File: src/rtl/srom_pkg.sv
package srom_pkg;

    // Register bit layout shared by the register port, the checker and the bench
    localparam int CSR_W  = 4;
    localparam int SEL_B  = 0;   // select
    localparam int CLK_B  = 1;   // serial clock
    localparam int DIN_B  = 2;   // memory-to-host data
    localparam int DOUT_B = 3;   // host-to-memory data

    localparam logic [1:0] OP_READ = 2'b10;

    typedef enum logic [1:0] {
        PH_IDLE,
        PH_OPCODE,
        PH_ADDR,
        PH_DATA
    } phase_t;

    // One decoded register write as seen by the sequencer
    typedef struct packed {
        logic strobe;    // qualified rising edge with select high
        logic deselect;  // write with select low
        logic bit_in;    // host data bit of the write
    } step_t;

endpackage

File: src/rtl/srom_csr_port.sv
module srom_csr_port
    import srom_pkg::*;
(
    input  logic             clk,
    input  logic             rst,
    input  logic             wr_en,
    input  logic [CSR_W-1:0] wr_data,
    input  logic             mem_bit,
    output step_t            step,
    output logic [CSR_W-1:0] rd_data
);

    logic [CSR_W-1:0] csr_q;

    always_ff @(posedge clk) begin
        if (rst)
            csr_q <= '0;
        else if (wr_en)
            csr_q <= wr_data;
    end

    // The edge is measured against the previously written clock bit
    always_comb begin
        step.strobe   = wr_en & wr_data[SEL_B] & wr_data[CLK_B] & ~csr_q[CLK_B];
        step.deselect = wr_en & ~wr_data[SEL_B];
        step.bit_in   = wr_data[DOUT_B];
    end

    always_comb begin
        rd_data        = csr_q;
        rd_data[DIN_B] = mem_bit;
    end

endmodule

File: src/rtl/srom_seq.sv
module srom_seq
    import srom_pkg::*;
#(
    parameter int ADDR_W = 6,
    parameter int WORD_W = 16,
    parameter int IDX_W  = 4,
    parameter int CNT_W  = $clog2(WORD_W + 1)
) (
    input  logic              clk,
    input  logic              rst,
    input  step_t             step,
    input  logic [WORD_W-1:0] word,
    output phase_t            phase,
    output logic [CNT_W-1:0]  cnt,
    output logic [IDX_W-1:0]  rd_idx,
    output logic              mem_bit
);

    localparam int POS_W = $clog2(WORD_W);

    phase_t            phase_q;
    logic [CNT_W-1:0]  cnt_q;
    logic              op_hi_q;
    logic [ADDR_W-1:0] addr_q;
    logic              out_q;
    logic [POS_W-1:0]  pos;

    assign pos = POS_W'(cnt_q - CNT_W'(1));

    always_ff @(posedge clk) begin
        if (rst || step.deselect) begin
            phase_q <= PH_IDLE;
            cnt_q   <= '0;
            op_hi_q <= 1'b0;
            addr_q  <= '0;
            if (rst)
                out_q <= 1'b0;
        end else if (step.strobe) begin
            unique case (phase_q)
                PH_IDLE: begin
                    if (step.bit_in)
                        phase_q <= PH_OPCODE;
                end
                PH_OPCODE: begin
                    op_hi_q <= step.bit_in;
                    if (cnt_q == CNT_W'(1)) begin
                        cnt_q   <= '0;
                        op_hi_q <= 1'b0;
                        if ({op_hi_q, step.bit_in} == OP_READ)
                            phase_q <= PH_ADDR;
                        else
                            phase_q <= PH_IDLE;
                    end else begin
                        cnt_q <= cnt_q + CNT_W'(1);
                    end
                end
                PH_ADDR: begin
                    addr_q <= {addr_q[ADDR_W-2:0], step.bit_in};
                    if (cnt_q == CNT_W'(ADDR_W - 1)) begin
                        cnt_q   <= CNT_W'(WORD_W);
                        phase_q <= PH_DATA;
                    end else begin
                        cnt_q <= cnt_q + CNT_W'(1);
                    end
                end
                PH_DATA: begin
                    out_q <= word[pos];
                    if (cnt_q == CNT_W'(1)) begin
                        cnt_q  <= CNT_W'(WORD_W);
                        addr_q <= addr_q + ADDR_W'(1);
                    end else begin
                        cnt_q <= cnt_q - CNT_W'(1);
                    end
                end
                default: phase_q <= PH_IDLE;
            endcase
        end
    end

    assign phase   = phase_q;
    assign cnt     = cnt_q;
    assign rd_idx  = addr_q[IDX_W-1:0];
    assign mem_bit = out_q;

endmodule

File: src/rtl/srom_rom.sv
module srom_rom #(
    parameter int                 WORD_W    = 16,
    parameter int                 DEPTH     = 16,
    parameter int                 IDX_W     = $clog2(DEPTH),
    parameter int                 BASE_WORD = 10,
    parameter int                 IMG_W     = 48,
    parameter logic [IMG_W-1:0]   IMG       = '0
) (
    input  logic [IDX_W-1:0]  idx,
    output logic [WORD_W-1:0] word
);

    localparam int N_IMG = IMG_W / WORD_W;

    logic [WORD_W-1:0] mem [DEPTH];

    for (genvar g = 0; g < DEPTH; g++) begin : g_word
        if (g >= BASE_WORD && g < BASE_WORD + N_IMG) begin : g_img
            assign mem[g] = IMG[IMG_W-1-(g-BASE_WORD)*WORD_W -: WORD_W];
        end else begin : g_zero
            assign mem[g] = '0;
        end
    end

    assign word = mem[idx];

endmodule

File: src/rtl/srom_read_responder.sv
module srom_read_responder
    import srom_pkg::*;
#(
    parameter int          ADDR_W    = 6,
    parameter int          WORD_W    = 16,
    parameter int          DEPTH     = 16,
    parameter int          BASE_WORD = 10,
    parameter int          STATION_W = 48,
    parameter logic [47:0] STATION   = 48'h02A0_5C11_E7D3
) (
    input  logic             clk,
    input  logic             rst,
    input  logic             wr_en,
    input  logic [CSR_W-1:0] wr_data,
    output logic [CSR_W-1:0] rd_data
);

    localparam int IDX_W = $clog2(DEPTH);
    localparam int CNT_W = $clog2(WORD_W + 1);

    step_t             step;
    logic              mem_bit;
    logic [WORD_W-1:0] word;
    logic [IDX_W-1:0]  rd_idx;
    phase_t            phase_w;
    logic [CNT_W-1:0]  cnt_w;

    srom_csr_port u_port (
        .clk     (clk),
        .rst     (rst),
        .wr_en   (wr_en),
        .wr_data (wr_data),
        .mem_bit (mem_bit),
        .step    (step),
        .rd_data (rd_data)
    );

    srom_seq #(
        .ADDR_W (ADDR_W),
        .WORD_W (WORD_W),
        .IDX_W  (IDX_W),
        .CNT_W  (CNT_W)
    ) u_seq (
        .clk     (clk),
        .rst     (rst),
        .step    (step),
        .word    (word),
        .phase   (phase_w),
        .cnt     (cnt_w),
        .rd_idx  (rd_idx),
        .mem_bit (mem_bit)
    );

    srom_rom #(
        .WORD_W    (WORD_W),
        .DEPTH     (DEPTH),
        .IDX_W     (IDX_W),
        .BASE_WORD (BASE_WORD),
        .IMG_W     (STATION_W),
        .IMG       (STATION[STATION_W-1:0])
    ) u_rom (
        .idx  (rd_idx),
        .word (word)
    );

endmodule

File: config.mk
export PLATFORM = sky130hd
export DESIGN_NAME = srom_read_responder
export DESIGN_NICKNAME = d
export VERILOG_FILES = /design/src/rtl/srom_pkg.sv /design/src/rtl/srom_csr_port.sv /design/src/rtl/srom_seq.sv /design/src/rtl/srom_rom.sv /design/src/rtl/srom_read_responder.sv
export SDC_FILE = /design/constraint.sdc
export NUM_CORES = 1
export LEC_CHECK = 0
export BUFFER_PORTS_ARGS = -buffer_cell sky130_fd_sc_hd__buf_2
export CELL_PAD_IN_SITES_DETAIL_PLACEMENT = 1
export CELL_PAD_IN_SITES_GLOBAL_PLACEMENT = 2
export CORE_ASPECT_RATIO = 1.5
export CORE_MARGIN = 2
export CORE_UTILIZATION = 32
export CTS_CLUSTER_SIZE = 25
export DETAILED_ROUTE_END_ITERATION = 10
export PLACE_DENSITY_LB_ADDON = 0.1
export SETUP_SLACK_MARGIN = 0.4
export SYNTH_ARGS = -nofsm -noshare
export SYNTH_HDL_FRONTEND = slang
export SYNTH_SLANG_ARGS = --single-unit
File: constraint.sdc
create_clock -name clk -period 1.9 [get_ports clk]
set_clock_uncertainty 0.15 [all_clocks]
set_input_delay 0.38 -clock clk [delete_from_list [all_inputs] [get_ports clk]]
set_output_delay 0.38 -clock clk [all_outputs]
set_load 0.1 [all_outputs]
# After elaboration in Yosys (flattened, before gate mapping)
# Memories as Yosys holds them, arrays and structs flattened.
# Cells that the tools add are included.
[totals]
ff_bits = 19
mem_bits_ro = 256
in_bits = 7
mem_count = 1
[memory_table]
columns = ["memory", "depth", "width", "read_ports", "rd_clocked_by_memory_dff", "write_ports", "line_no", "text"]
rows = [
  ["(no name shown)", 16, 16, 1, 0, 0, "srom_rom.sv:25", "assign word = mem[idx];"],
]
[op_classes]
add_sub_neg = 3
n_lt_le_gt_ge = 2
eq_ne = 11
mux = 20
bitwise = 7
reduce_logical = 12
[ops]
columns = ["operator", "count"]
rows = [
  ["2-to-1 mux 16 bit", 2],
  ["2-to-1 mux 5 bit", 3],
  ["one-hot mux 5 bit (3 select lines)", 1],
  ["one-hot mux 6 bit (2 select lines)", 1],
  ["2-to-1 mux 2 bit", 4],
  ["adder 6 x 1 -> 6 bit (second input constant)", 1],
  ["== test 2 bit (second input constant)", 3],
  ["2-to-1 mux 1 bit", 6],
  ["2-to-1 mux 6 bit", 1],
  ["!= test 2 x 1 -> 1 bit (second input constant)", 3],
  ["one-hot mux 2 bit (3 select lines)", 1],
  ["AND reduction 3 bit", 2],
  ["nonzero test 2 bit", 3],
  ["nonzero test 3 bit", 2],
  ["adder 5 x 1 -> 5 bit (second input constant)", 1],
  ["== test 5 x 1 -> 1 bit (second input constant)", 1],
  ["== test 5 x 3 -> 1 bit (second input constant)", 1],
  ["greater-or-equal comparator 5 bit (second input constant)", 1],
  ["< comparator 4 x 5 -> 1 bit (second input constant)", 1],
  ["inverter 4 -> 5 bit", 1],
  ["AND reduction 5 bit", 1],
  ["subtractor 5 x 1 -> 5 bit (second input constant)", 1],
  ["AND 1 bit", 4],
  ["binary-select mux 1 bit (select 4 bit)", 1],
  ["6 further kinds", 9],
]

# Longest topological paths before layout
# Gate-level depths: netlist (run 1).
[logic_depth]
depth_word = 9
depth_mapped = 8
mapped_depth_nobuf = 6

# Modules after synthesis
# A second synthesis (run 1) with hierarchy kept.
[hier_totals]
hier_cells = 168
hier_area_um2 = 1407.6
[modules_own_cells]
columns = ["mod", "n_inst", "cells_per_inst", "area_each_um2", "seq_area_each_um2"]
rows = [
  ["srom_seq", 1, 133, 1129.8, 270.3],
  ["srom_csr_port", 1, 14, 138.9, 60.1],
  ["srom_rom", 1, 21, 138.9, 0.0],
]

# Least setup slack after synthesis (run 1)
# OpenSTA, ideal clock, no wires.
[synth_timing]
path_type = "reg2reg"
startpoint = "register u_port.csr_q[1]"
endpoint = "register u_seq.addr_q[0]"
arrival_time_ns = 1.833
required_time_ns = 1.647
path_slack_ns = -0.186
path_stages_with_launch = 6
path_buffers = 1
path_cell_list = "dfxtp_1 and4b_1 buf_6 nand3_1 o21ai_1 a2111oi_2"
[synth_between]
elab_chain_cells = 3
[synth_rtl]
columns = ["element", "line_no", "text"]
rows = [
  ["from (decl)", "srom_csr_port.sv:13", "logic [CSR_W-1:0] csr_q;"],
  ["from (signal assigned)", "srom_csr_port.sv:19", "csr_q <= wr_data;"],
  ["inverter 1 bit", "srom_csr_port.sv:24", "step.strobe = wr_en & wr_data[SEL_B] & wr_data[CLK_B] & ~csr_q[CLK_B];"],
  ["AND 1 bit", "srom_csr_port.sv:24", ""],
  ["AND reduction 3 bit (no line)", "n/a", ""],
  ["to (signal assigned)", "srom_seq.sv:58", "addr_q <= {addr_q[ADDR_W-2:0], step.bit_in};"],
  ["to (signal assigned)", "srom_seq.sv:70", "addr_q <= addr_q + ADDR_W'(1);"],
  ["to (decl)", "srom_seq.sv:24", "logic [ADDR_W-1:0] addr_q;"],
]
# Every way passes these cells.
# A chain may end at the register's enable or synchronous reset.

# Worst setup path in the final report (run 1)
[layout_timing]
startpoint = "register u_seq.addr_q[0]"
endpoint = "register u_seq.out_q (netlist: u_seq.mem_bit), data pin"
[layout_between]
elab_chain_cells = 9
[layout_rtl]
columns = ["element", "line_no", "text"]
rows = [
  ["inverter 4 -> 5 bit (not written as such)", "srom_rom.sv:25", ""],
  ["memory (16 x 16 bit)", "n/a", ""],
  ["2-to-1 mux 16 bit (not written as such) (2 in series)", "srom_rom.sv:25", ""],
  ["binary-select mux 1 bit (select 4 bit)", "srom_seq.sv:67", "out_q <= word[pos];"],
  ["2-to-1 mux 1 bit (not written as such)", "srom_seq.sv:67", ""],
  ["2-to-1 mux 1 bit", "srom_seq.sv:39", "unique case (phase_q)"],
  ["2-to-1 mux 1 bit", "srom_seq.sv:38", "end else if (step.strobe) begin"],
  ["2-to-1 mux 1 bit", "srom_seq.sv:31", "if (rst || step.deselect) begin"],
  ["to (signal assigned)", "srom_seq.sv:67", ""],
  ["to (decl)", "srom_seq.sv:25", "logic out_q;"],
]
# Every way passes these cells. The select of a mux whose other input is x is not followed.

==> results of run 1 <==
state kept, by name, summed over array words and instances, names as in the netlist:
signal         count
u_seq.addr_q       4
u_seq.mem_bit      1
u_seq.op_hi_q      1
u_seq.cnt          5
u_seq.phase        2
u_port.csr_q       3
metrics by stage:
stage                     hold slack [ps]  utilization, %  std cells
after detailed placement            309.2           39.03        227
after global placement              294.6           39.03        227
after CTS                           194.4           44.11        239
final                               213.5           49.02        252
after floorplan                     282.2               -        168
after global routing                205.2           49.02        252
layout make-up:
cell class / instances / area share, %
tap: 46 / 2.790
clock inverter: 1 / 0.1819
timing repair buffer: 44 / 17.28
sequential: 16 / 17.34
clock buffer: 3 / 2.001
inverter: 10 / 2.183
multi-input combinational: 132 / 58.22
cells by family (layout without fill, tap and decap cells):
family,after synthesis,in the layout,synth area share (%)
AO/OA/AOI/OAI,56,56,29.30
AND/OR/NAND/NOR,55,55,23.15
buffers and inverters,20,58,6.780
flip-flops,16,16,23.87
adder cells (fa/ha/maj),11,11,9.946
multiplexers,7,7,5.063
XOR/XNOR,3,3,1.899
synthesized netlist by cell type, types with 2 or more instances:
master     number  share of area, %
dfxtp_1        15                22
a21oi_1        14               5.1
nor2_1         12               3.3
ha_1           11               9.9
nand2_1        11               3.0
inv_1          10               2.7
o21ai_0         9               3.3
mux2i_1         7               5.1
nand2b_1        5               2.3
buf_2           3               1.1
clkbuf_1        3              0.81
nand3_1         3               1.1
nor2b_1         3               1.4
nor3_1          3               1.1
o2111ai_1       3               1.9
o21ai_1         3               1.1
o22ai_1         3               1.4
a21o_1          2               1.1
a221oi_1        2               1.3
a22oi_1         2               1.1
a311oi_1        2               1.3
and3_1          2              0.90
buf_4           2               1.1
nand4_1         2              0.90
nand4b_1        2               1.3
nor3b_1         2               1.1
o32ai_1         2               1.3
or2_1           2              0.90
or3_1           2              0.90
xnor2_1         2               1.3
worst max-delay path, cell delays in order, from the launching register on:
cell       delay, ps
dfxtp_4          360
ha_2             190
ha_2             180
o311a_1          320
o2111ai_1        200
o32ai_1          100
metal layers:
layer | vias up | routed length (µm) | part of all wire [%]
li1 | 707 | - | -
met1 | 682 | 1908 | 43
met2 | 13 | 2431 | 55
met3 | 4 | 74 | 1.7
met4 | 0 | 28 | 0.63
met5 | - | 0 | 0
power by group through the flow:
stage | Clock (mW) | Sequential, mW | Combinational [mW]
finish | 0.274 | 0.339 | 0.0962
global route | 0.299 | 0.340 | 0.102
CTS | 0.294 | 0.344 | 0.0953
detailed placement | 0 | 0.352 | 0.0906
global placement | 0 | 0.352 | 0.0886
floorplan | 0 | 0.380 | 0.0372
repair_timing:
item                       CTS  global route
resized for setup           24            31
setup endpoints to repair   17            13
setup buffers                8            13
pin swaps                    6            17
worst min path at each step:
stage	from	endpoint	slack, ps	depth (start not counted)
after detailed placement	u_port.csr_q[0]$_SDFFE_PP0P_	u_port.csr_q[0]$_SDFFE_PP0P_	310	2
final	rst	u_port.csr_q[1]$_SDFFE_PP0P_	210	2
after CTS	rst	u_port.csr_q[1]$_SDFFE_PP0P_	190	2
after global placement	u_port.csr_q[0]$_SDFFE_PP0P_	u_port.csr_q[0]$_SDFFE_PP0P_	290	2
after floorplan	u_seq.op_hi_q$_SDFFE_PP0P_	u_seq.op_hi_q$_SDFFE_PP0P_	280	2
after global routing	rst	u_port.csr_q[1]$_SDFFE_PP0P_	210	2
==> reports/results.ini, run 1 <==
[drt]
drt-initial-drc-count=49
via_per_inst=5.579
routed_wirelength_um=4442
ant_nets=0
wl_per_cell_um=17.63
via_count=1406
post-route-drc-count=0
drt_pass1_iterations=4

[grt]
grt_pass1_wl_um=7314
grt_max_degree=13
track_usage_pct=18.86
overflow=0
globalRouteMet2Util_pct=33.99
top_usage_layer=met2
grtUsageMet3_pct=1.849
use_met1_pct=23.50
grt_pass1_vias=1441
antenna_found_initial=0

[placement]
dp_worst_setup_slack_ps=92.28
placed_cell_area_um2=1643
routabilityCongestion=0.8159
portBuffers=9
dp_hpwl_um=3158

[layout]
drive_above_1_share_pct=50.00
final_common_cell=buf_4
fillCellCount=486
seqCellArea_um2=357.8
multiInputGateArea_um2=1201
syn_to_final_growth_pct=49.10
design_area_um2=2063
layout_common_cells=buf_4, a21oi_1, nand2_1, nor2_1, buf_6
diodes=0
finalNetCount=225

[synth]
ys_async_sr_fraction_pct=0
ys_seq_area_share_pct=23.87
ys_warn_count=0
synth-edff-count=1
synth_cell_type_count=54
syn_inst=168
synth_area_per_cell_um2=8.237
ys_seq_elements=16
synthFlopType=dfxtp_1
mappedNetlistArea_um2=1384
synth_nets=186

[worst_setup_path]
regToRegStartpoint=u_seq.addr_q[0]$_SDFFE_PP0P_
r2r_end=u_seq.mem_bit$_SDFFCE_PP0P_
crit_path_max_fanout=3
r2r_slack_ps=150
critPathLaunch=u_seq.addr_q[0]$_SDFFE_PP0P_
path_class=reg -> reg
r2r_cells=5
end_kind=flop
worst_ep_required_time_ps=1750
critPathLaunchType=flop
critPathArrivalTime_ps=1600
cp-endpoint=u_seq.mem_bit$_SDFFCE_PP0P_

[floorplanning]
io_pins=11
rows=29
die_h_um=84.54
core_area_um2=4209
die_x_um=57.70
start_util_pct=32.88
die_area_um2=4878

[clock_tree]
cts-buffers-inserted=3
path_clk_slew_ps=70
clk_path_buf_depth=2
ctsHoldBuffers=0
clock_latency_ps=250
cts_htree_levels=1
cts_sinks=16
root_buffer=clkbuf_8
cts_tree=done

[min_path]
min_path_type=in -> reg

[outcome]
outcome=completed

[sta]
finalWorstSetupSlack_ps=147.2
max_freq_mhz=570.5
post-route-min-period_ps=1753
setup_viol=0
tns_ps=0
grt_setup_unrepaired=yes
max_slew_margin_pct=66.73
period_share_pct=92.25
tightest_slew_ps=499.1
maxSlewViolCount=0
hold_viol_final=0

[power]
power.internal_mw=0.5066
total_power_mw=0.7098
p_switching_mw=0.2032
p_sw_share_pct=28.63
peakVddDrop_uv=311.2
p_comb_share_pct=13.6
power.density_nw_per_um2=344.0
p_clk_share_pct=38.6
p_leak_nw=0.7318
p_seq_share_pct=47.8

[job]
cap_violations=0

Note: power is estimated with default switching activity, not from simulation.
==> run 2: changes to the inputs <==
--- a/config.mk
+++ b/config.mk
@@ -5,14 +5,15 @@
 export SDC_FILE = /design/constraint.sdc
 export NUM_CORES = 1
 export LEC_CHECK = 0
-export BUFFER_PORTS_ARGS = -buffer_cell sky130_fd_sc_hd__buf_2
+export ABC_CLOCK_PERIOD_IN_PS = 1900
 export CELL_PAD_IN_SITES_DETAIL_PLACEMENT = 1
 export CELL_PAD_IN_SITES_GLOBAL_PLACEMENT = 2
 export CORE_ASPECT_RATIO = 1.5
 export CORE_MARGIN = 2
-export CORE_UTILIZATION = 32
+export CORE_UTILIZATION = 30
 export CTS_CLUSTER_SIZE = 25
 export DETAILED_ROUTE_END_ITERATION = 10
+export DONT_BUFFER_PORTS = 1
 export PLACE_DENSITY_LB_ADDON = 0.1
 export SETUP_SLACK_MARGIN = 0.4
 export SYNTH_ARGS = -nofsm -noshare
==> run 2 against run 1 <==
Compared with the run above:
- via count rose by 0.28%
- critical path depth grew 1
- first-iteration DRC count grew 12%
- clock power up 3%
- largest cell class unchanged
- largest power group unchanged
- highest routed layer unchanged
==> reports/results.ini, run 2 (synthesis gave the netlist of run 1 again) <==
[outcome]
outcome=completed

[drt]
via_per_inst=5.529  ; -0.90%
via_count=1410  ; +0.28%
wl_per_cell_um=18.07  ; +2.5%
drt-initial-drc-count=55  ; +12%
post-route-drc-count=0  ; unchanged
routed_wirelength_um=4607  ; +3.7%
drt_pass1_iterations=4  ; unchanged
ant_nets=0  ; unchanged

[power]
p_seq_share_pct=47.7  ; about the same
power.internal_mw=0.5176  ; +2.2%
p_switching_mw=0.2014  ; -0.88%
peakVddDrop_uv=385.4  ; +24%
p_clk_share_pct=39.2  ; +0.6 points
p_comb_share_pct=13.1  ; -0.5 points
power.density_nw_per_um2=338.3  ; -1.7%
p_sw_share_pct=28.01  ; -0.62 points
total_power_mw=0.7191  ; +1.3%
p_leak_nw=0.7513  ; +2.7%

[sta]
maxSlewViolCount=0  ; unchanged
tightest_slew_ps=526.0  ; +26.98 ps
hold_viol_final=0  ; unchanged
post-route-min-period_ps=1774  ; +21.33 ps
tns_ps=0  ; unchanged
period_share_pct=93.38  ; +1.1 points
max_freq_mhz=563.6  ; -1.2%
setup_viol=0  ; unchanged
max_slew_margin_pct=64.93  ; -1.8 points
grt_setup_unrepaired=yes

[worst_setup_path]
r2r_slack_ps=130  ; -20 ps
r2r_cells=6  ; +1
regToRegStartpoint=u_seq.cnt[0]$_SDFFE_PP0P_
worst_ep_required_time_ps=1750  ; about the same
end_kind=flop
path_class=reg -> reg
r2r_end=u_seq.mem_bit$_SDFFCE_PP0P_
crit_path_max_fanout=5  ; +2
critPathLaunchType=flop
critPathArrivalTime_ps=1620  ; +20 ps

[clock_tree]
clock_latency_ps=250  ; about the same
cts_htree_levels=1  ; unchanged
path_clk_slew_ps=70  ; about the same
clk_path_buf_depth=2  ; unchanged
root_buffer=clkbuf_8
cts_tree=done
cts-buffers-inserted=3  ; unchanged
cts_sinks=16  ; unchanged
ctsHoldBuffers=0  ; unchanged

[floorplanning]
rows=30  ; +3.4%
die_h_um=87.18  ; +3.1%
die_x_um=59.46  ; +3.1%
core_area_um2=4467  ; +6.1%
start_util_pct=30.98  ; -1.9 points
io_pins=11  ; unchanged
die_area_um2=5183  ; +6.3%

[grt]
track_usage_pct=19.79  ; +0.93 points
overflow=0  ; unchanged
antenna_found_initial=0  ; unchanged
grt_pass1_vias=1610  ; +12%
grt_pass1_wl_um=7769  ; +6.2%
grt_max_degree=12  ; -1

[layout]
design_area_um2=2126  ; +3.0%
finalNetCount=226  ; +0.44%
fillCellCount=528  ; +8.6%
final_common_cell=buf_4
largest_reg_flops=5  ; unchanged
drive_above_1_share_pct=52.66  ; +2.7 points
layout_common_cells=buf_4, nand2_1, nor2_1, a21oi_1, buf_6
syn_to_final_growth_pct=53.62
finalNonFillerCells=255  ; +1.2%
diodes=0  ; unchanged

[min_path]
min_path_type=in -> reg
min_to=u_port.csr_q[1]$_SDFFE_PP0P_
hold_start=rst
min_path_cells=1  ; -1

[placement]
placed_cells_incl_taps=228  ; +0.44%
placed_cell_area_um2=1660  ; +1.1%
dp_hpwl_um=3243  ; +2.7%
routabilityCongestion=0.7862  ; -3.6%
portBuffers=0  ; -9

[job]
cap_violations=0  ; unchanged

## run 2: area by class of cell
cell class,count,area (µm²),area share (%)
inverter,10,47.55,2.237
timing repair buffer,45,391.6,18.42
multi-input combinational,132,1231,57.92
tap,48,60.06,2.825
sequential,16,350.3,16.48
clock buffer,4,45.04,2.119
## run 2: worst max path at each step
stage / start / to
floorplan: u_seq.cnt[0]$_SDFFE_PP0P_ / u_seq.mem_bit$_SDFFCE_PP0P_
global placement: u_seq.cnt[1]$_SDFFE_PP0P_ / u_seq.cnt[2]$_SDFFE_PP0P_
detailed placement: u_seq.cnt[0]$_SDFFE_PP0P_ / u_seq.mem_bit$_SDFFCE_PP0P_
CTS: u_seq.cnt[0]$_SDFFE_PP0P_ / u_seq.mem_bit$_SDFFCE_PP0P_
global route: u_seq.cnt[0]$_SDFFE_PP0P_ / u_seq.mem_bit$_SDFFCE_PP0P_
finish: u_seq.cnt[0]$_SDFFE_PP0P_ / u_seq.mem_bit$_SDFFCE_PP0P_
## run 2: timing repair
action,in CTS,in global routing
setup buffers,14,9
pin swaps,18,15
hold endpoints to repair,0,0
resized for setup,43,13
setup endpoints to repair,14,14
gates cloned,0,0
## run 2: power groups by stage
stage	Sequential, mW	Clock, mW	Combinational [mW]
floorplan	0.380	0	0.0372
global placement	0.351	0	0.0830
detailed placement	0.352	0	0.0839
CTS	0.343	0.285	0.0892
global route	0.343	0.299	0.0990
finish	0.343	0.282	0.0941
## run 2: routing by layer
metal	wire length [µm]	up-vias	part of all wire [%]	track usage, %
met5	0	-	0	0
met3	70	2	1.5	2.080
met1	1776	693	39	21.07
met4	31	0	0.67	3.719
li1	-	703	-	-
met2	2728	12	59	39.86
## run 2: through the flow
step                      hold slack, ps  utilization (%)  setup slack (ps)
after floorplan                    282.2                -             239.0
after global placement             290.9            37.17             125.3
after detailed placement           303.0            37.17             81.71
after CTS                          31.36            44.68             158.4
after global routing               33.78            47.59             71.41
final                              32.08            47.59             125.8
## run 2: worst max-delay path: stages (launching register included)
cell and delay, ps:
dfxtp_4 410, inv_4 50, ha_4 160, xor2_2 170, or3_1 340, a21oi_2 150, o32ai_2 90
